==> src/rtl/usb_out_hs_pkg.sv <==
package usb_out_hs_pkg;

    localparam logic [3:0] PID_OUT   = 4'b0001;
    localparam logic [3:0] PID_SETUP = 4'b1101;
    localparam logic [3:0] PID_DATA0 = 4'b0011;
    localparam logic [3:0] PID_DATA1 = 4'b1011;
    localparam logic [3:0] PID_ACK   = 4'b0010;
    localparam logic [3:0] PID_NAK   = 4'b1010;
    localparam logic [3:0] PID_STALL = 4'b1110;

    localparam logic [1:0] FLD_TOGGLE = 2'd0;
    localparam logic [1:0] FLD_OSTALL = 2'd1;
    localparam logic [1:0] FLD_ISTALL = 2'd2;
    localparam logic [1:0] FLD_RXEN   = 2'd3;

    typedef enum logic [1:0] {
        HS_NONE,
        HS_ACK,
        HS_NAK,
        HS_STALL
    } hs_kind_e;

    typedef enum logic [1:0] {
        ST_IDLE,
        ST_WAIT_DATA,
        ST_RESPOND
    } fsm_state_e;

    typedef struct packed {
        hs_kind_e hs;
        logic     commit;
        logic     link_err;
        logic     tog_flip;
        logic     tog_set1;
        logic     clr_stall;
        logic     clr_rxen;
    } decision_t;

    function automatic logic [3:0] hs_to_pid(hs_kind_e k);
        logic [3:0] p;
        unique case (k)
            HS_ACK:   p = PID_ACK;
            HS_NAK:   p = PID_NAK;
            HS_STALL: p = PID_STALL;
            default:  p = 4'b0000;
        endcase
        return p;
    endfunction

endpackage

==> src/rtl/usb_out_hs_policy.sv <==
module usb_out_hs_policy
    import usb_out_hs_pkg::*;
#(
    parameter int RX_DEPTH = 4,
    parameter int LVL_W    = 3
) (
    input  logic             is_setup_i,
    input  logic [3:0]       dat_pid_i,
    input  logic             crc_ok_i,
    input  logic             out_stall_i,
    input  logic             rx_out_en_i,
    input  logic             rx_setup_en_i,
    input  logic             iso_i,
    input  logic             set_nak_i,
    input  logic             toggle_i,
    input  logic             av_out_empty_i,
    input  logic             av_setup_empty_i,
    input  logic [LVL_W-1:0] rx_level_i,
    output decision_t        dec_o
);

    localparam logic [LVL_W-1:0] FULL_LVL = LVL_W'(RX_DEPTH);
    localparam logic [LVL_W-1:0] RESV_LVL = LVL_W'(RX_DEPTH - 1);

    logic pid_ok;
    logic rx_full;
    logic rx_resv;
    logic tog_match;

    always_comb begin
        pid_ok    = (dat_pid_i == PID_DATA0) || (dat_pid_i == PID_DATA1);
        rx_full   = rx_level_i >= FULL_LVL;
        rx_resv   = rx_level_i >= RESV_LVL;
        tog_match = dat_pid_i[3] == toggle_i;
    end

    always_comb begin
        dec_o    = '0;
        dec_o.hs = HS_NONE;
        if (!crc_ok_i || !pid_ok) begin
            dec_o.hs = HS_NONE;
        end else if (is_setup_i) begin
            if (rx_setup_en_i && !av_setup_empty_i && !rx_full) begin
                dec_o.hs        = HS_ACK;
                dec_o.commit    = 1'b1;
                dec_o.clr_stall = 1'b1;
                dec_o.tog_set1  = 1'b1;
            end
        end else if (out_stall_i) begin
            dec_o.hs = iso_i ? HS_NONE : HS_STALL;
        end else if (!rx_out_en_i || av_out_empty_i || rx_resv) begin
            dec_o.hs = iso_i ? HS_NONE : HS_NAK;
        end else if (iso_i) begin
            dec_o.commit   = 1'b1;
            dec_o.clr_rxen = set_nak_i;
        end else if (!tog_match) begin
            dec_o.hs       = HS_ACK;
            dec_o.link_err = 1'b1;
        end else begin
            dec_o.hs       = HS_ACK;
            dec_o.commit   = 1'b1;
            dec_o.tog_flip = 1'b1;
            dec_o.clr_rxen = set_nak_i;
        end
    end

    always_comb begin
        if (crc_ok_i && iso_i && !is_setup_i) begin
            assert_iso_quiet_R8: assert (dec_o.hs == HS_NONE);
        end
        if (!crc_ok_i) begin
            assert_crc_drop_R10: assert (!dec_o.commit && !dec_o.link_err);
        end
    end

endmodule

==> src/rtl/usb_out_hs_epbank.sv <==
module usb_out_hs_epbank
    import usb_out_hs_pkg::*;
#(
    parameter int NEP = 12,
    parameter int EPW = 4
) (
    input  logic           clk_i,
    input  logic           rst_ni,
    input  logic           sw_we_i,
    input  logic [1:0]     sw_field_i,
    input  logic [EPW-1:0] sw_ep_i,
    input  logic           sw_val_i,
    input  logic           upd_i,
    input  logic [EPW-1:0] upd_ep_i,
    input  logic           tog_flip_i,
    input  logic           tog_set1_i,
    input  logic           clr_stall_i,
    input  logic           clr_rxen_i,
    output logic [NEP-1:0] toggle_o,
    output logic [NEP-1:0] out_stall_o,
    output logic [NEP-1:0] in_stall_o,
    output logic [NEP-1:0] rx_out_en_o
);

    for (genvar e = 0; e < NEP; e++) begin : g_ep
        logic tog_q, ost_q, ist_q, rxen_q;
        logic sw_hit, hw_hit;

        always_comb begin
            sw_hit = sw_we_i && (sw_ep_i == EPW'(e));
            hw_hit = upd_i && (upd_ep_i == EPW'(e));
        end

        always_ff @(posedge clk_i) begin
            if (!rst_ni) begin
                tog_q  <= 1'b0;
                ost_q  <= 1'b0;
                ist_q  <= 1'b0;
                rxen_q <= 1'b0;
            end else begin
                if (sw_hit) begin
                    unique case (sw_field_i)
                        FLD_TOGGLE: tog_q  <= sw_val_i;
                        FLD_OSTALL: ost_q  <= sw_val_i;
                        FLD_ISTALL: ist_q  <= sw_val_i;
                        default:    rxen_q <= sw_val_i;
                    endcase
                end
                if (hw_hit) begin
                    if (tog_flip_i) tog_q <= ~tog_q;
                    if (tog_set1_i) tog_q <= 1'b1;
                    if (clr_stall_i) begin
                        ost_q <= 1'b0;
                        ist_q <= 1'b0;
                    end
                    if (clr_rxen_i) rxen_q <= 1'b0;
                end
            end
        end

        assign toggle_o[e]    = tog_q;
        assign out_stall_o[e] = ost_q;
        assign in_stall_o[e]  = ist_q;
        assign rx_out_en_o[e] = rxen_q;

        // an accepted SETUP leaves both stall bits clear
        assert_setup_unstall_R9: assert property (@(posedge clk_i) disable iff (!rst_ni)
            (hw_hit && clr_stall_i) |=> (!ost_q && !ist_q));

        // an accepted in-sequence OUT inverts the expected toggle
        assert_toggle_flips_R6: assert property (@(posedge clk_i) disable iff (!rst_ni)
            (hw_hit && tog_flip_i) |=> (tog_q != $past(tog_q)));
    end

endmodule

==> src/rtl/usb_out_hs_ctrl.sv <==
module usb_out_hs_ctrl
    import usb_out_hs_pkg::*;
#(
    parameter  int NEP      = 12,
    parameter  int RX_DEPTH = 4,
    localparam int EPW      = (NEP > 1) ? $clog2(NEP) : 1,
    localparam int LVL_W    = $clog2(RX_DEPTH + 1)
) (
    input  logic             clk_i,
    input  logic             rst_ni,
    input  logic [6:0]       dev_addr_i,
    input  logic [NEP-1:0]   ep_out_en_i,
    input  logic [NEP-1:0]   rx_setup_en_i,
    input  logic [NEP-1:0]   out_iso_i,
    input  logic [NEP-1:0]   set_nak_out_i,
    input  logic             sw_we_i,
    input  logic [1:0]       sw_field_i,
    input  logic [EPW-1:0]   sw_ep_i,
    input  logic             sw_val_i,
    input  logic             tok_valid_i,
    input  logic [3:0]       tok_pid_i,
    input  logic [6:0]       tok_addr_i,
    input  logic [EPW-1:0]   tok_ep_i,
    input  logic             dat_valid_i,
    input  logic [3:0]       dat_pid_i,
    input  logic             dat_crc_ok_i,
    input  logic             av_out_empty_i,
    input  logic             av_setup_empty_i,
    input  logic [LVL_W-1:0] rx_level_i,
    output logic             hs_valid_o,
    output logic [3:0]       hs_pid_o,
    output logic             rx_commit_o,
    output logic             rx_commit_setup_o,
    output logic [EPW-1:0]   rx_commit_ep_o,
    output logic             link_err_o,
    output logic [NEP-1:0]   toggle_o,
    output logic [NEP-1:0]   out_stall_o,
    output logic [NEP-1:0]   in_stall_o,
    output logic [NEP-1:0]   rx_out_en_o
);

    localparam int EPN = 2 ** EPW;

    fsm_state_e     state_q, state_d;
    logic [EPW-1:0] cur_ep_q;
    logic           cur_setup_q;
    decision_t      dec_q, dec_w;
    logic           load_tok, load_dec;
    logic           tok_hit;

    logic [EPN-1:0] en_pad, rse_pad, iso_pad, snak_pad;
    logic [EPN-1:0] tog_pad, ost_pad, rxen_pad;

    always_comb begin
        en_pad   = EPN'(ep_out_en_i);
        rse_pad  = EPN'(rx_setup_en_i);
        iso_pad  = EPN'(out_iso_i);
        snak_pad = EPN'(set_nak_out_i);
        tog_pad  = EPN'(toggle_o);
        ost_pad  = EPN'(out_stall_o);
        rxen_pad = EPN'(rx_out_en_o);
        tok_hit  = tok_valid_i
                 && ((tok_pid_i == PID_OUT) || (tok_pid_i == PID_SETUP))
                 && (tok_addr_i == dev_addr_i)
                 && en_pad[tok_ep_i];
    end

    usb_out_hs_policy #(
        .RX_DEPTH(RX_DEPTH),
        .LVL_W   (LVL_W)
    ) u_policy (
        .is_setup_i      (cur_setup_q),
        .dat_pid_i       (dat_pid_i),
        .crc_ok_i        (dat_crc_ok_i),
        .out_stall_i     (ost_pad[cur_ep_q]),
        .rx_out_en_i     (rxen_pad[cur_ep_q]),
        .rx_setup_en_i   (rse_pad[cur_ep_q]),
        .iso_i           (iso_pad[cur_ep_q]),
        .set_nak_i       (snak_pad[cur_ep_q]),
        .toggle_i        (tog_pad[cur_ep_q]),
        .av_out_empty_i  (av_out_empty_i),
        .av_setup_empty_i(av_setup_empty_i),
        .rx_level_i      (rx_level_i),
        .dec_o           (dec_w)
    );

    usb_out_hs_epbank #(
        .NEP(NEP),
        .EPW(EPW)
    ) u_epbank (
        .clk_i      (clk_i),
        .rst_ni     (rst_ni),
        .sw_we_i    (sw_we_i),
        .sw_field_i (sw_field_i),
        .sw_ep_i    (sw_ep_i),
        .sw_val_i   (sw_val_i),
        .upd_i      (state_q == ST_RESPOND),
        .upd_ep_i   (cur_ep_q),
        .tog_flip_i (dec_q.tog_flip),
        .tog_set1_i (dec_q.tog_set1),
        .clr_stall_i(dec_q.clr_stall),
        .clr_rxen_i (dec_q.clr_rxen),
        .toggle_o   (toggle_o),
        .out_stall_o(out_stall_o),
        .in_stall_o (in_stall_o),
        .rx_out_en_o(rx_out_en_o)
    );

    always_comb begin
        state_d  = state_q;
        load_tok = 1'b0;
        load_dec = 1'b0;
        unique case (state_q)
            ST_IDLE: begin
                if (tok_hit) begin
                    state_d  = ST_WAIT_DATA;
                    load_tok = 1'b1;
                end
            end
            ST_WAIT_DATA: begin
                if (dat_valid_i) begin
                    state_d  = ST_RESPOND;
                    load_dec = 1'b1;
                end else if (tok_hit) begin
                    load_tok = 1'b1;
                end else if (tok_valid_i) begin
                    state_d = ST_IDLE;
                end
            end
            ST_RESPOND: begin
                if (tok_hit) begin
                    state_d  = ST_WAIT_DATA;
                    load_tok = 1'b1;
                end else begin
                    state_d = ST_IDLE;
                end
            end
            default: state_d = ST_IDLE;
        endcase
    end

    always_ff @(posedge clk_i) begin
        if (!rst_ni) begin
            state_q     <= ST_IDLE;
            cur_ep_q    <= '0;
            cur_setup_q <= 1'b0;
            dec_q       <= '0;
        end else begin
            state_q <= state_d;
            if (load_tok) begin
                cur_ep_q    <= tok_ep_i;
                cur_setup_q <= tok_pid_i == PID_SETUP;
            end
            if (load_dec) dec_q <= dec_w;
        end
    end

    always_comb begin
        hs_valid_o        = 1'b0;
        hs_pid_o          = 4'b0000;
        rx_commit_o       = 1'b0;
        rx_commit_setup_o = 1'b0;
        rx_commit_ep_o    = '0;
        link_err_o        = 1'b0;
        unique case (state_q)
            ST_RESPOND: begin
                hs_valid_o        = dec_q.hs != HS_NONE;
                hs_pid_o          = hs_to_pid(dec_q.hs);
                rx_commit_o       = dec_q.commit;
                rx_commit_setup_o = dec_q.commit && cur_setup_q;
                rx_commit_ep_o    = dec_q.commit ? cur_ep_q : '0;
                link_err_o        = dec_q.link_err;
            end
            default: begin
                hs_valid_o = 1'b0;
            end
        endcase
    end

    // a response only follows a sampled data packet
    assert_resp_after_data_R12: assert property (@(posedge clk_i) disable iff (!rst_ni)
        (hs_valid_o || rx_commit_o || link_err_o) |-> $past(dat_valid_i));

    // nothing is committed while refusing with NAK or STALL
    assert_commit_not_refused_R6: assert property (@(posedge clk_i) disable iff (!rst_ni)
        rx_commit_o |-> (hs_pid_o != PID_NAK && hs_pid_o != PID_STALL));

    // a toggle error never commits
    assert_err_no_commit_R7: assert property (@(posedge clk_i) disable iff (!rst_ni)
        link_err_o |-> (!rx_commit_o && hs_pid_o == PID_ACK));

    // isochronous OUT endpoints stay silent
    assert_iso_silent_R8: assert property (@(posedge clk_i) disable iff (!rst_ni)
        (state_q == ST_RESPOND && !cur_setup_q && iso_pad[cur_ep_q]) |-> !hs_valid_o);

    // a stall answer is only given to a stalled endpoint
    assert_stall_only_stalled_R3: assert property (@(posedge clk_i) disable iff (!rst_ni)
        (hs_pid_o == PID_STALL) |-> ost_pad[cur_ep_q]);

endmodule

==> config.mk <==
export PLATFORM = sky130hd
export DESIGN_NAME = usb_out_hs_ctrl
export DESIGN_NICKNAME = d
export VERILOG_FILES = /design/src/rtl/usb_out_hs_pkg.sv /design/src/rtl/usb_out_hs_policy.sv /design/src/rtl/usb_out_hs_epbank.sv /design/src/rtl/usb_out_hs_ctrl.sv
export SDC_FILE = /design/constraint.sdc
export NUM_CORES = 1
export LEC_CHECK = 0
export BUFFER_PORTS_ARGS = -buffer_cell sky130_fd_sc_hd__buf_2
export CAP_MARGIN = 20
export CORE_UTILIZATION = 40
export DETAILED_ROUTE_END_ITERATION = 8
export PLACE_DENSITY_LB_ADDON = 0.25
export SYNTH_ARGS = -nofsm -noshare
export SYNTH_HDL_FRONTEND = slang
export SYNTH_SLANG_ARGS = --single-unit
==> constraint.sdc <==
create_clock -name clk_i -period 2.16 [get_ports clk_i]
set_clock_uncertainty 0.2 [all_clocks]
set_input_delay 0.108 -clock clk_i [delete_from_list [all_inputs] [get_ports clk_i]]
set_output_delay 0.108 -clock clk_i [all_outputs]
set_load 0.05 [all_outputs]
==> results.md, run 1 <==
Clock network:
- TritonCTS built the clock tree.
- The clock net in this run drives a total of 62 sinks.
- The clock latency on the worst-skew pair is 330 ps.
- The clock buffer count from CTS is 9.
- The number of H-tree levels is 3.
- The clock root buffer is sky130_fd_sc_hd__clkbuf_16.
- Clock-pin slew was measured on the worst setup and hold paths at 50 ps.
- The buffer levels on the longest clock path is 2.

STA:
- Subtracting the final worst setup slack from the clock period gives 2092 ps.
- The final number of max-transition violations is 0.
- At the pin with the least slew margin, the transition time is 722.0 ps.
- Measured against its own limit, the worst slew margin works out to 51.81%.
- The tightest hold path in the finished design has a slack of 25.65 ps.
- The number of hold violations in the final report was 0.
- The final clock period utilization by the worst path is 96.87%.
- Setup repair after global routing could not meet its margin everywhere.
- Setup violations remaining at the end of the flow were counted as 0.
- For this run, the top clock speed supported by timing is 0.4779 GHz.

Synthesis:
- Each instance of the synthesized netlist takes up on average 8.474 sq um.
- The Yosys step of the flow raised 0 warnings.
- Of the synthesized area, sequential elements account for 26.68%.
- The number of library cell types mapped by synthesis is 66.
- The post-synthesis net count is 641.
- The mapped cell area is 4652 sq um.
- After technology mapping, the gate count stands at 549.
- The number of enable-type register cells in the synthesized netlist is 0.
- Counting flops with an async set or reset pin after synthesis yields a share of 0%.
- The prevailing post-synth register cell is sky130_fd_sc_hd__dfxtp_1.
- The register bit total from synthesis is 62.

Layout:
- Cells fill 50.42% of the core in the end.
- Cells with a size suffix above 1 make up 36.94% of the layout.
- The area growth from synthesis to layout is 23.24%.
- The number of antenna diodes in the final layout is 0.
- Leaving out fill and tap cells, the most frequent cells in the layout are sky130_fd_sc_hd__buf_2 (149), sky130_fd_sc_hd__nand2_1 (60), sky130_fd_sc_hd__nor2_1 (58), sky130_fd_sc_hd__dfxtp_1 (58), sky130_fd_sc_hd__mux2i_1 (40).
- For this run, the post-layout net count is 761.
- Leaving out fill and tap cells, the most frequent cell in the layout is sky130_fd_sc_hd__buf_2.

Routing:
- The final layout contains routed wiring with a total length of 14050 microns.
- Summing over every cut layer, the via total after detailed routing is 4478.
- The detailed router finished its first iteration with 296 violations.
- The number of remaining DRC errors is 0.
- The first-pass iteration count of the detailed router is 4.
- The number of nets still failing antenna checks after routing is 0.
- Dividing the detail-routed wire length by the instance count gives 17.19 microns.
- After detailed routing, the number of vias per cell comes to 5.481.

Critical path:
- The flop-to-flop setup slack is 70 ps.
- The kind of end point of the critical path is a register.
- The startpoint identified for the worst register-to-register timing path is cur_ep_q[1].
- Data on the critical path is required at its endpoint by 2240 ps.
- The largest fanout of any net on the critical path is 5.
- The worst register-to-register path has a depth of 7.
- The endpoint identified for the worst register-to-register timing path is dec_q[7].
- The critical path starts at cur_ep_q[1].
- Data on the critical path arrives at its endpoint at 2170 ps.
- The classification of the worst setup path is reg2reg.
- The type of element launching the critical path is a register.

GRT:
- The number of global-route vias before repair is 4157.
- The initial antenna violation count is 0.
- The total overflow left after global routing is 0.
- The wire length of the first global-routing pass is 21860 microns.
- Global routing used 24.24% of the available tracks across all layers.
- The maximum number of pins on one net before global-route repair is 38.

Floorplanning:
- The core outline area is 11370 sq um.
- Pin placement for this block handled 152 I/O pins.
- In this run the core area contains 39 standard-cell rows.
- The die extent in y is 109.8 microns.
- Once the floorplan was initialized, standard cells occupied 40.92% of the core.
- The die width is 109.8 microns.
- The die footprint is 12060 sq um.

Pwr:
- The analysis attributes to cell leakage a power of 0.002394 uW.
- For this design the ratio of total power to cell area is 494.9 nW/um^2.
- The maximum ir drop on the vdd rail is 288.7 uV.

Min path:
- The worst min-delay path class is in2reg.
- The startpoint of the lowest-slack hold path is rx_level_i[2].
- Counting instances, the worst hold path has a depth of 4.
- For hold timing, the worst endpoint is dec_q[2].

Placement:
- The post-DP HPWL is 10920 microns.
- Input and output buffers added on the ports amount to 150.
- The global placer's final weighted congestion is 0.8891.

Flow run:
- The max-cap check violation count is 0.

Status:
- The flow ran to the end, and the final reports show no timing, DRC or antenna violations.
-- area by class of cell --
cell class / instances / area, sq um
fill: 1090 / 5637
multi-input combinational: 393 / 2834
sequential: 62 / 1251
inverter: 5 / 18.77
clock buffer: 11 / 252.7
timing repair buffer: 198 / 1164
clock inverter: 5 / 33.78
tap: 143 / 178.9
-- routing by layer --
layer  GRT usage, %  up-vias  share of wire [%]
met5              0        -                  0
met4          8.286        0                1.9
met3          4.564       20                6.7
met2          40.58      204                 48
met1          31.10     2068                 44
li1               -     2186                  -
-- power breakdown --
part / leakage (uW) / total [uW] / switching, uW / internal (uW)
logic: 0.00175 / 308 / 166 / 142
registers: 0.000502 / 1150 / 2.48 / 1140
clock network: 0.000138 / 1380 / 546 / 836
-- cell families after synthesis --
| family | count (synthesis) | synth area share [%] |
|---|---|---|
| and+or+nand+nor | 224 | 23.83 |
| buffers and inverters | 94 | 13.61 |
| AOI/OAI and AO/OA | 88 | 13.07 |
| muxes | 72 | 21.22 |
| DFF | 62 | 26.68 |
| xor gates and xnor gates | 8 | 1.506 |
| other | 1 | 0.08061 |
-- sequential cells by signal, indices dropped and copies added (netlist names) --
| signal | count |
|---|---|
| state_q | 2 |
| u_epbank.g_ep.ost_q | 12 |
| dec_q | 7 |
| cur_ep_q | 4 |
| u_epbank.g_ep.ist_q | 12 |
| u_epbank.g_ep.rxen_q | 12 |
| cur_setup_q | 1 |
| u_epbank.g_ep.tog_q | 12 |
-- how the worst max path moves through the flow --
stage	end	slack, ps	cells past startpoint
after floorplan	dec_q[4]	50	6
after global placement	dec_q[4]	-60	5
after detailed placement	dec_q[4]	-120	5
after CTS	dec_q[5]	0.5	6
after global routing	dec_q[7]	-5	7
final	dec_q[7]	70	7
-- synthesized netlist by cell type (3+ instances only) --
| library cell | count | area, sq um |
|---|---|---|
| sky130_fd_sc_hd__nor2b_1 | 8 | 50.05 |
| sky130_fd_sc_hd__nand3_1 | 22 | 110.1 |
| sky130_fd_sc_hd__nor2_1 | 59 | 221.5 |
| sky130_fd_sc_hd__buf_2 | 5 | 25.02 |
| sky130_fd_sc_hd__clkbuf_8 | 3 | 41.29 |
| sky130_fd_sc_hd__mux2_2 | 11 | 123.9 |
| sky130_fd_sc_hd__o31ai_1 | 4 | 30.03 |
| sky130_fd_sc_hd__and3_1 | 9 | 56.30 |
| sky130_fd_sc_hd__nor4_1 | 5 | 31.28 |
| sky130_fd_sc_hd__buf_4 | 52 | 390.4 |
| sky130_fd_sc_hd__mux2i_1 | 42 | 420.4 |
| sky130_fd_sc_hd__buf_6 | 5 | 56.30 |
| sky130_fd_sc_hd__xnor2_1 | 8 | 70.07 |
| sky130_fd_sc_hd__nand2_1 | 60 | 225.2 |
| sky130_fd_sc_hd__and2_1 | 5 | 31.28 |
| sky130_fd_sc_hd__or2_1 | 4 | 25.02 |
| sky130_fd_sc_hd__o21ai_0 | 23 | 115.1 |
| sky130_fd_sc_hd__inv_1 | 4 | 15.01 |
| sky130_fd_sc_hd__o22ai_1 | 4 | 25.02 |
| sky130_fd_sc_hd__a211oi_1 | 8 | 60.06 |
| sky130_fd_sc_hd__nand2b_1 | 6 | 37.54 |
| sky130_fd_sc_hd__a21oi_1 | 14 | 70.07 |
| sky130_fd_sc_hd__nand3b_1 | 4 | 30.03 |
| sky130_fd_sc_hd__dfxtp_1 | 62 | 1241 |
| sky130_fd_sc_hd__nand4_1 | 10 | 62.56 |
| sky130_fd_sc_hd__a221oi_1 | 5 | 43.79 |
| sky130_fd_sc_hd__mux4_2 | 11 | 247.7 |
| sky130_fd_sc_hd__nor3_1 | 15 | 75.07 |
| sky130_fd_sc_hd__a311oi_1 | 3 | 26.28 |
| sky130_fd_sc_hd__o2bb2ai_1 | 5 | 43.79 |
| sky130_fd_sc_hd__mux4_1 | 7 | 183.9 |
| sky130_fd_sc_hd__clkbuf_1 | 23 | 86.33 |
-- worst max-delay path: stages (launching register included) --
cell and delay, ps:
sky130_fd_sc_hd__dfxtp_4 360, sky130_fd_sc_hd__buf_4 150, sky130_fd_sc_hd__buf_4 150, sky130_fd_sc_hd__mux2i_1 120, sky130_fd_sc_hd__and3_1 210, sky130_fd_sc_hd__o41a_1 470, sky130_fd_sc_hd__a211oi_1 230, sky130_fd_sc_hd__o21a_1 150
-- per-stage QoR --
stage | setup slack (ps) | instance area, sq um | std cells | TNS (ps) | total power (uW)
after CTS | 0.4550 | 5665 | 816 | 0 | 2855
after global routing | -5.002 | 5733 | 817 | -5.002 | 2929
after floorplan | 48.11 | 4652 | 549 | 0 | 1341
after global placement | -61.84 | 5243 | 788 | -100.8 | 1459
after detailed placement | -118.4 | 5243 | 788 | -339.2 | 1465
final | 67.64 | 5733 | 817 | 0 | 2837
-- timing repair --
item                                    CTS  global route
resized for setup                         7            15
endpoints found under the setup margin    6            14
hold buffers                             12             0
hold endpoints to repair                  8             0
pin swaps                                 1             2
setup buffers                             0             1
gates cloned                              0             0
No activity file was read; power rests on OpenSTA's default activity.
==> run 2, diff against run 1 <==
Settings changed: ABC_AREA set to 1.
==> run 2 against run 1 <==
Compared with the run above: clock power shrank 33%; clock-buffer cell count grew 1; sequential share of layout area grew 1.4 points; global-route usage grew 3.1 points; final cell count grew 19%; power shrank 16%; critical endpoint is now u_epbank.g_ep[4].rxen_q; largest cell class unchanged; highest routed layer unchanged.
==> results.md, run 2 <==
Floorplanning:
- The core outline area is 10890 sq um.
- The die covers 11630 sq um.
- In this run the horizontal extent of the chip is 107.9 microns.
- During I/O placement, the number of pins put on the boundary was 152.
- In this run the core area contains 38 standard-cell rows.
- The effective utilization at floorplan is 41.17%.
- The die extent in y is 107.9 microns.

Layout:
- Leaving out fill and tap cells, the most frequent cells in the layout are sky130_fd_sc_hd__nand2_1 (193), sky130_fd_sc_hd__buf_2 (150), sky130_fd_sc_hd__nor2_1 (92).
- The final net count is 916.
- The finished cells cover 5349 sq um.
- The count of fill cells added during filler insertion is 1184.
- In the final layout, the share of cells above drive strength 1 is 25.21%.
- The most common cell after layout, fill and taps aside is sky130_fd_sc_hd__nand2_1.
- The final antenna diode count is 0.
- The area growth from synthesis to layout is 19.31%.

GRT:
- The wire length of the first global-routing pass is 24530 microns.
- Global routing used 27.38% of the available tracks.
- The initial antenna violation count is 0.
- The total congestion overflow is 0.
- The number of global-route vias before repair is 4939.
- Entering global routing, the biggest net connects 27 pins.

Clock network:
- The clock reaches the later pin of the worst-skew pair after 350 ps.
- The clock tree from TritonCTS is built.
- The clock sink count is 62.
- Counting the buffers created by CTS gives 9.
- Buffers added to address setup during post-CTS repair amount to 0.
- The clock-pin slew on the worst setup and hold paths is 70 ps.
- The clock tree synthesis step divided the H-tree into 3 levels.
- The clock passes through at most 2 buffers.
- The root buffer cell chosen for the clock tree is sky130_fd_sc_hd__clkbuf_8.

Critical path:
- The most frequent cell on the critical path is sky130_fd_sc_hd__dlygate4sd3_1.
- Walking the worst path, the cells encountered are dlygate4sd3_1, buf_2, nor3_2, nand3_1, dlygate4sd3_1, a221oi_1.
- The flop-to-flop setup slack is 220 ps.
- The setup path with the least slack is of type in2reg.
- The end of the worst register-to-register path is dec_q[5].
- The first element of the critical path is sw_ep_i[3].
- STA puts the critical path data arrival time at 2120 ps.
- STA puts the critical path data required time at 2210 ps.
- The largest fanout of any net on the critical path is 6.
- The type of element launching the critical path is an input pin.
- The length in cells of the worst reg-to-reg path is 13.
- The kind of end point of the critical path is a register.
- Among all stages on the critical path, the largest delay is contributed by sky130_fd_sc_hd__dlygate4sd3_1.
- The origin of the critical flop-to-flop path is cur_ep_q[0].
- The peak per-stage delay on the critical path is 590 ps.

Synthesis:
- Summed over all instances, the cell type with the most area after synthesis is sky130_fd_sc_hd__dfxtp_1.
- After synthesis, the cell types taking the most area are sky130_fd_sc_hd__dfxtp_1 (28%), sky130_fd_sc_hd__nand2_1 (16%), sky130_fd_sc_hd__buf_4 (8.7%).
- Summed over its instances, the top area cell type makes up 27.69% of the synthesized netlist area.
- In the synthesized netlist the async set-or-reset flop fraction comes to 0%.
- Synthesis produced a netlist whose cell count is 703.
- The average cell area after synthesis is 6.377 sq um.
- The number of library cell types mapped by synthesis is 49.
- In the synthesized netlist, the cells that appear most often are sky130_fd_sc_hd__nand2_1 (193), sky130_fd_sc_hd__nor2_1 (92), sky130_fd_sc_hd__dfxtp_1 (62).
- The mapped cell area is 4483 sq um.
- The register bit total from synthesis is 62.
- The cell with the most instances after synthesis is sky130_fd_sc_hd__nand2_1.
- The synthesized design contains 0 enable-type register cells.
- Counting every net in the synthesized netlist gives 795.
- Sequential elements use 27.69% of the synthesized area.
- In the synthesized netlist the dominant register cell turns out to be sky130_fd_sc_hd__dfxtp_1.
- The yosys synthesis warning count is 0.

Pwr:
- The leakage power of the design is 0.002518 uW.
- Combinational logic is responsible for 13.3% of the overall power.
- IR analysis of the VDD net gives a maximum drop of 242.0 uV.
- Internal power comes to 1721 uW.
- The fraction of power spent switching nets is 28.03%.
- Per report_power, the sequential group accounts for 48.3% of the total.
- The power share of the clock group is 38.4%.
- The analysis attributes to net switching a power of 670.4 uW.
- The power density of the placed cells is 447.1 nW/um^2.

Routing:
- Wires add up to 15400 microns.
- Dividing the detail-routed wire length by the instance count gives 15.89 microns.
- The number of remaining DRC errors is 0.
- The via count of the routed design is 5061.
- The number of DRC markers in iteration 0 is 343.
- Using the TritonRoute via totals, the vias-per-cell ratio works out to 5.223.
- Before antenna repair, the detailed router went through 5 iterations.
- In this run the remaining antenna-violating nets after routing total 0.

Placement:
- In this run the tool buffered the top-level ports with 150 buffer cells.
- Routability-driven placement finished with a final weighted congestion of 0.9338.
- After legalization and detailed placement, the total HPWL measured 11940 microns.
- The placement-stage cell area is 5027 sq um.

Min path:
- The worst min-delay path class is in2reg.
- Along the worst hold path, the cell count comes to 3.
- The worst hold path terminates at state_q[1].
- In this run the most critical hold path is launched from dat_valid_i.

STA:
- Setup violations remaining at the end of the flow were counted as 0.
- Setup repair after global routing left no endpoint under its margin.
- The number of hold violations in the final report is 0.
- The worst slew margin relative to its limit is 62.99%.
- The final hold slack is 9.843 ps.
- In the finished design, the share of the clock period the worst path needs comes to 95.60%.
- For the final routed database, the setup TNS stands at 0 ps.
- The peak clock frequency supported by timing is 0.4843 GHz.
- The actual transition at the worst max-transition pin is 555.2 ps.
- The final number of max-transition violations is 0.
- The shortest clock period the worst path allows after layout is 2065 ps.

Flow run:
- The max-cap check violation count is 0.

Status:
- The flow ran to the end, and the final reports show no timing, DRC or antenna violations.
## run 2: per-layer routing
layer	share of wire, %	vias up	track usage, %
met2	50	162	47.94
met3	5.0	32	3.390
met4	2.4	0	9.002
li1	-	2500	-
met5	0	-	0
met1	43	2367	34.49
## run 2: worst max path at each step
stage	to	slack, ps	cells after the start
after global placement	dec_q[0]	240	13
after floorplan	hs_pid_o[1]	70	5
final	u_epbank.g_ep[4].rxen_q	90	6
after detailed placement	dec_q[5]	170	13
after global routing	u_epbank.g_ep[4].rxen_q	3	6
after CTS	cur_setup_q	50	8
## run 2: worst max-delay path: cells and delay by family
kind | cells | cell delay (ps)
compound gates | 1 | 250
buf+inv | 3 | 1260
simple gates | 2 | 500
## run 2: timing repair
action / CTS / global route
endpoints found under the setup margin: 0 / 3
resized for setup: 0 / 3
endpoints found under the hold margin: 13 / 0
hold buffers: 15 / 0
## run 2: layout make-up
type                            count  area [sq um]  share of cell area, %
Clock buffer                       12         145.1                  2.713
Clock inverter                      4         22.52                 0.4211
Inverter                           68         272.8                  5.099
Multi-Input combinational cell    503          2462                  46.04
Sequential cell                    62          1242                  23.23
Tap cell                          140         175.2                  3.275
Timing Repair Buffer              180          1028                  19.23
## run 2: logic make-up (layout without fill, tap and decap cells)
group | Yosys count | count (layout) | share of synthesized area (%)
AND/OR/NAND/NOR | 356 | 356 | 34.94
AO/OA/AOI/OAI | 142 | 142 | 19.12
buffers and inverters | 138 | 264 | 17.39
XOR/XNOR | 4 | 4 | 0.7816
other | 1 | 1 | 0.08365
flip-flops | 62 | 62 | 27.69
## run 2: metrics by stage
step / total power [uW] / cells / utilization, % / worst slack [ps]
final: 2391 / 969 / 49.13 / 94.96
after global routing: 2497 / 969 / 49.13 / 2.729
after CTS: 2405 / 969 / 49.09 / 50.32
after detailed placement: 1477 / 938 / 46.17 / 165.1
after global placement: 1472 / 938 / 46.17 / 239.4
after floorplan: 1341 / 703 / - / 65.75
## run 2: power groups by stage
stage	Clock, uW	Combinational (uW)	Sequential, uW
3_5_place_dp	0	296	1180
3_3_place_gp	0	291	1180
4_1_cts	935	315	1150
5_1_grt	992	350	1150
6_report	918	318	1150
2_1_floorplan	0	163	1180
==> run 3, diff against run 2 <==
Settings changed: CELL_PAD_IN_SITES_DETAIL_PLACEMENT set to 1, CELL_PAD_IN_SITES_GLOBAL_PLACEMENT set to 1, CORE_UTILIZATION 40 to 31.
==> run 3 against run 2 <==
Compared with the run above: combinational power is essentially flat; via count grew 2.4%; critical endpoint is now hs_pid_o[2]; fmax grew 3.5%; global-route usage shrank 2.6 points; sequential share of layout area shrank 0.52 points; clock-buffer cell count shrank 2; hold slack lost 8.0 ps; clock power grew 48%; largest cell class unchanged.
==> results.md, run 3 (synthesized netlist as in run 2, its figures left out) <==
Layout:
- The count of cells in the finished layout, fillers not included, comes to 1004.
- The most common cell after layout, fill and taps aside is sky130_fd_sc_hd__nand2_1.
- The post-route core utilization is 39.08%.
- The final net count is 910.
- Summing all flip-flop and latch instances after layout gives 1241 sq um.
- Counting the fill cells in the layout gives 1895.
- The combined area of the multi-input logic cells is 2470 sq um.
- The share of final-layout standard cells stronger than drive strength 1 is 25.76%.
- The top cell types in the final layout, fill and taps aside, are sky130_fd_sc_hd__nand2_1 (192), sky130_fd_sc_hd__buf_2 (150), sky130_fd_sc_hd__nor2_1 (92).
- The area growth from synthesis to layout is 21.94%.

STA:
- The number of hold violations in the final report is 0.
- Setup violations remaining at the end of the flow were counted as 0.
- The setup total negative slack is 0 ps.
- After layout, the worst setup slack is 164.5 ps.
- The final number of max-transition violations is 0.
- The actual transition at the worst max-transition pin is 600.3 ps.
- The shortest clock period the worst path allows after layout is 1996 ps.
- Of the available clock period, the critical path in the final layout requires 92.39%.
- The worst slew margin relative to its limit is 59.98%.
- Setup repair after global routing left no endpoint under its margin.
- The peak clock frequency supported by timing is 0.5011 GHz.

Clock network:
- Clock tree synthesis inserted a total of 9 buffers.
- In this run the number of H-tree levels came out at 3.
- In this run the deepest clock path goes through 2 buffers.
- The clock-pin slew on the worst setup and hold paths is 50 ps.
- For this design, the sink count on the clock tree is 62.
- The clock root buffer is sky130_fd_sc_hd__clkbuf_16.
- The clock tree from TritonCTS is built.
- The clock latency on the worst-skew pair is 340 ps.

Pwr:
- The maximum ir drop on the vdd rail is 314.4 uV.
- Of the total power, registers draw 40.8%.
- The total net switching power is 758.2 uW.
- Power spread over the standard cell area amounts to 518.0 nW/um^2.
- In this run the static leakage power is 0.002536 uW.
- The internal portion of total power is 2073 uW.
- The final total power is 2832 uW.
- The portion of total power attributed to combinational logic is 11.3%.
- The power share of the clock group is 47.9%.
- In this run switching power makes up 26.78% of total power.

Routing:
- For this run, design rule violations remaining after detail routing come to 0.
- The first TritonRoute pass finished after 4 iterations.
- The via count of the routed design is 5182.
- The number of DRC markers in iteration 0 is 260.
- The number of nets still failing antenna checks after routing is 0.
- The number of vias per cell is 5.161.
- In the final routed layout, each cell accounts on average for 17.84 microns.
- Summed over all layers, the routed wires come to 17910 microns.

Floorplanning:
- The floorplan has 43 rows.
- For this configuration, the core starts out at a cell density of 32.05%.
- The floorplan step defined a core boundary enclosing 13990 sq um.
- The die covers 14950 sq um.
- The I/O pin count is 152.
- The die is 122.3 microns tall.
- The die width is 122.3 microns.

Critical path:
- The type of element launching the critical path is a register.
- The worst endpoint required time is 1850 ps.
- The largest fanout of any net on the critical path is 4.
- The worst setup path is of the reg2out kind.
- The kind of end point of the critical path is an output pin.
- The data arrival time at the worst-slack endpoint is 1690 ps.

GRT:
- The initial antenna violation count came to 1.
- Summed over all layers, the global routing overflow is 0.
- Across every metal layer, demand over resource in global routing totals 24.80%.
- The number of global-route vias before repair came to 5387.
- The wire length of the first global-routing pass is 28510 microns.
- The maximum number of pins on one net before global-route repair is 27.

Min path:
- The min-delay analysis places its worst path in the category in2reg.

Placement:
- The number of placed instances with taps included is 978.
- The post-DP HPWL is 14120 microns.
- The global placer's final weighted congestion is 0.9286.
- Port buffering added 150 buffers.
- The worst slack at placement is 186.9 ps.

Flow run:
- Max-cap violations in this run came to 0.

Status:
- The flow ran to the end, and the final reports show no timing, DRC or antenna violations.
-- run 3: what timing repair did --
action                     in CTS  in global routing
hold endpoints to repair        7                  0
setup buffers                   0                  0
hold buffers                    9                  0
setup endpoints to repair       0                  6
gates resized for setup         0                  2
-- run 3: worst paths after layout --
| check | from | end | slack, ps | cells past startpoint |
|---|---|---|---|---|
| worst min register to register | dec_q[4] | dec_q[4] | 270 | 2 |
| worst max-delay path | state_q[1] | hs_pid_o[2] | 160 | 6 |
| worst max register to register | cur_ep_q[1] | dec_q[7] | 180 | 11 |
| worst min-delay path | tok_pid_i[0] | cur_setup_q | 2 | 5 |
-- run 3: layout make-up --
type	instances	share of cell area, %
timing repair buffer	174	17.90
clock buffer	10	4.372
clock inverter	6	0.6867
multi-input combinational	503	45.18
tap	180	4.120
inverter	68	4.990
antenna	1	0.04578
sequential	62	22.71
-- run 3: worst max-delay path, stage by stage, from the launching register on --
cell and delay [ps]:
sky130_fd_sc_hd__dfxtp_1 340, sky130_fd_sc_hd__inv_1 40, sky130_fd_sc_hd__nor2_1 240, sky130_fd_sc_hd__inv_1 120
sky130_fd_sc_hd__buf_4 170, sky130_fd_sc_hd__nor3_1 140, sky130_fd_sc_hd__buf_2 290
-- run 3: per-stage QoR --
| stage | hold slack (ps) | area [sq um] |
|---|---|---|
| 6_report | 1.856 | 5466 |
| 5_1_grt | 42.49 | 5466 |
| 4_1_cts | 12.57 | 5456 |
| 3_5_place_dp | 211.4 | 5090 |
| 3_3_place_gp | 193.6 | 5090 |
| 2_1_floorplan | 42.92 | 4483 |
-- run 3: power by group through the flow --
stage | sequential (uW) | clock [uW] | combinational (uW)
floorplan | 1180 | 0 | 163
global placement | 1180 | 0 | 295
detailed placement | 1180 | 0 | 305
CTS | 1160 | 1380 | 320
global route | 1160 | 1430 | 353
finish | 1160 | 1360 | 320
-- run 3: routing by layer --
metal / share of wire [%] / up-vias / global-route usage, % / routed length, microns
li1: - / 2489 / - / -
met1: 43 / 2504 / 29.89 / 7614
met2: 50 / 146 / 43.57 / 9008
met3: 4.3 / 43 / 4.414 / 776
met4: 2.9 / 0 / 9.299 / 514
met5: 0 / - / 0 / 0
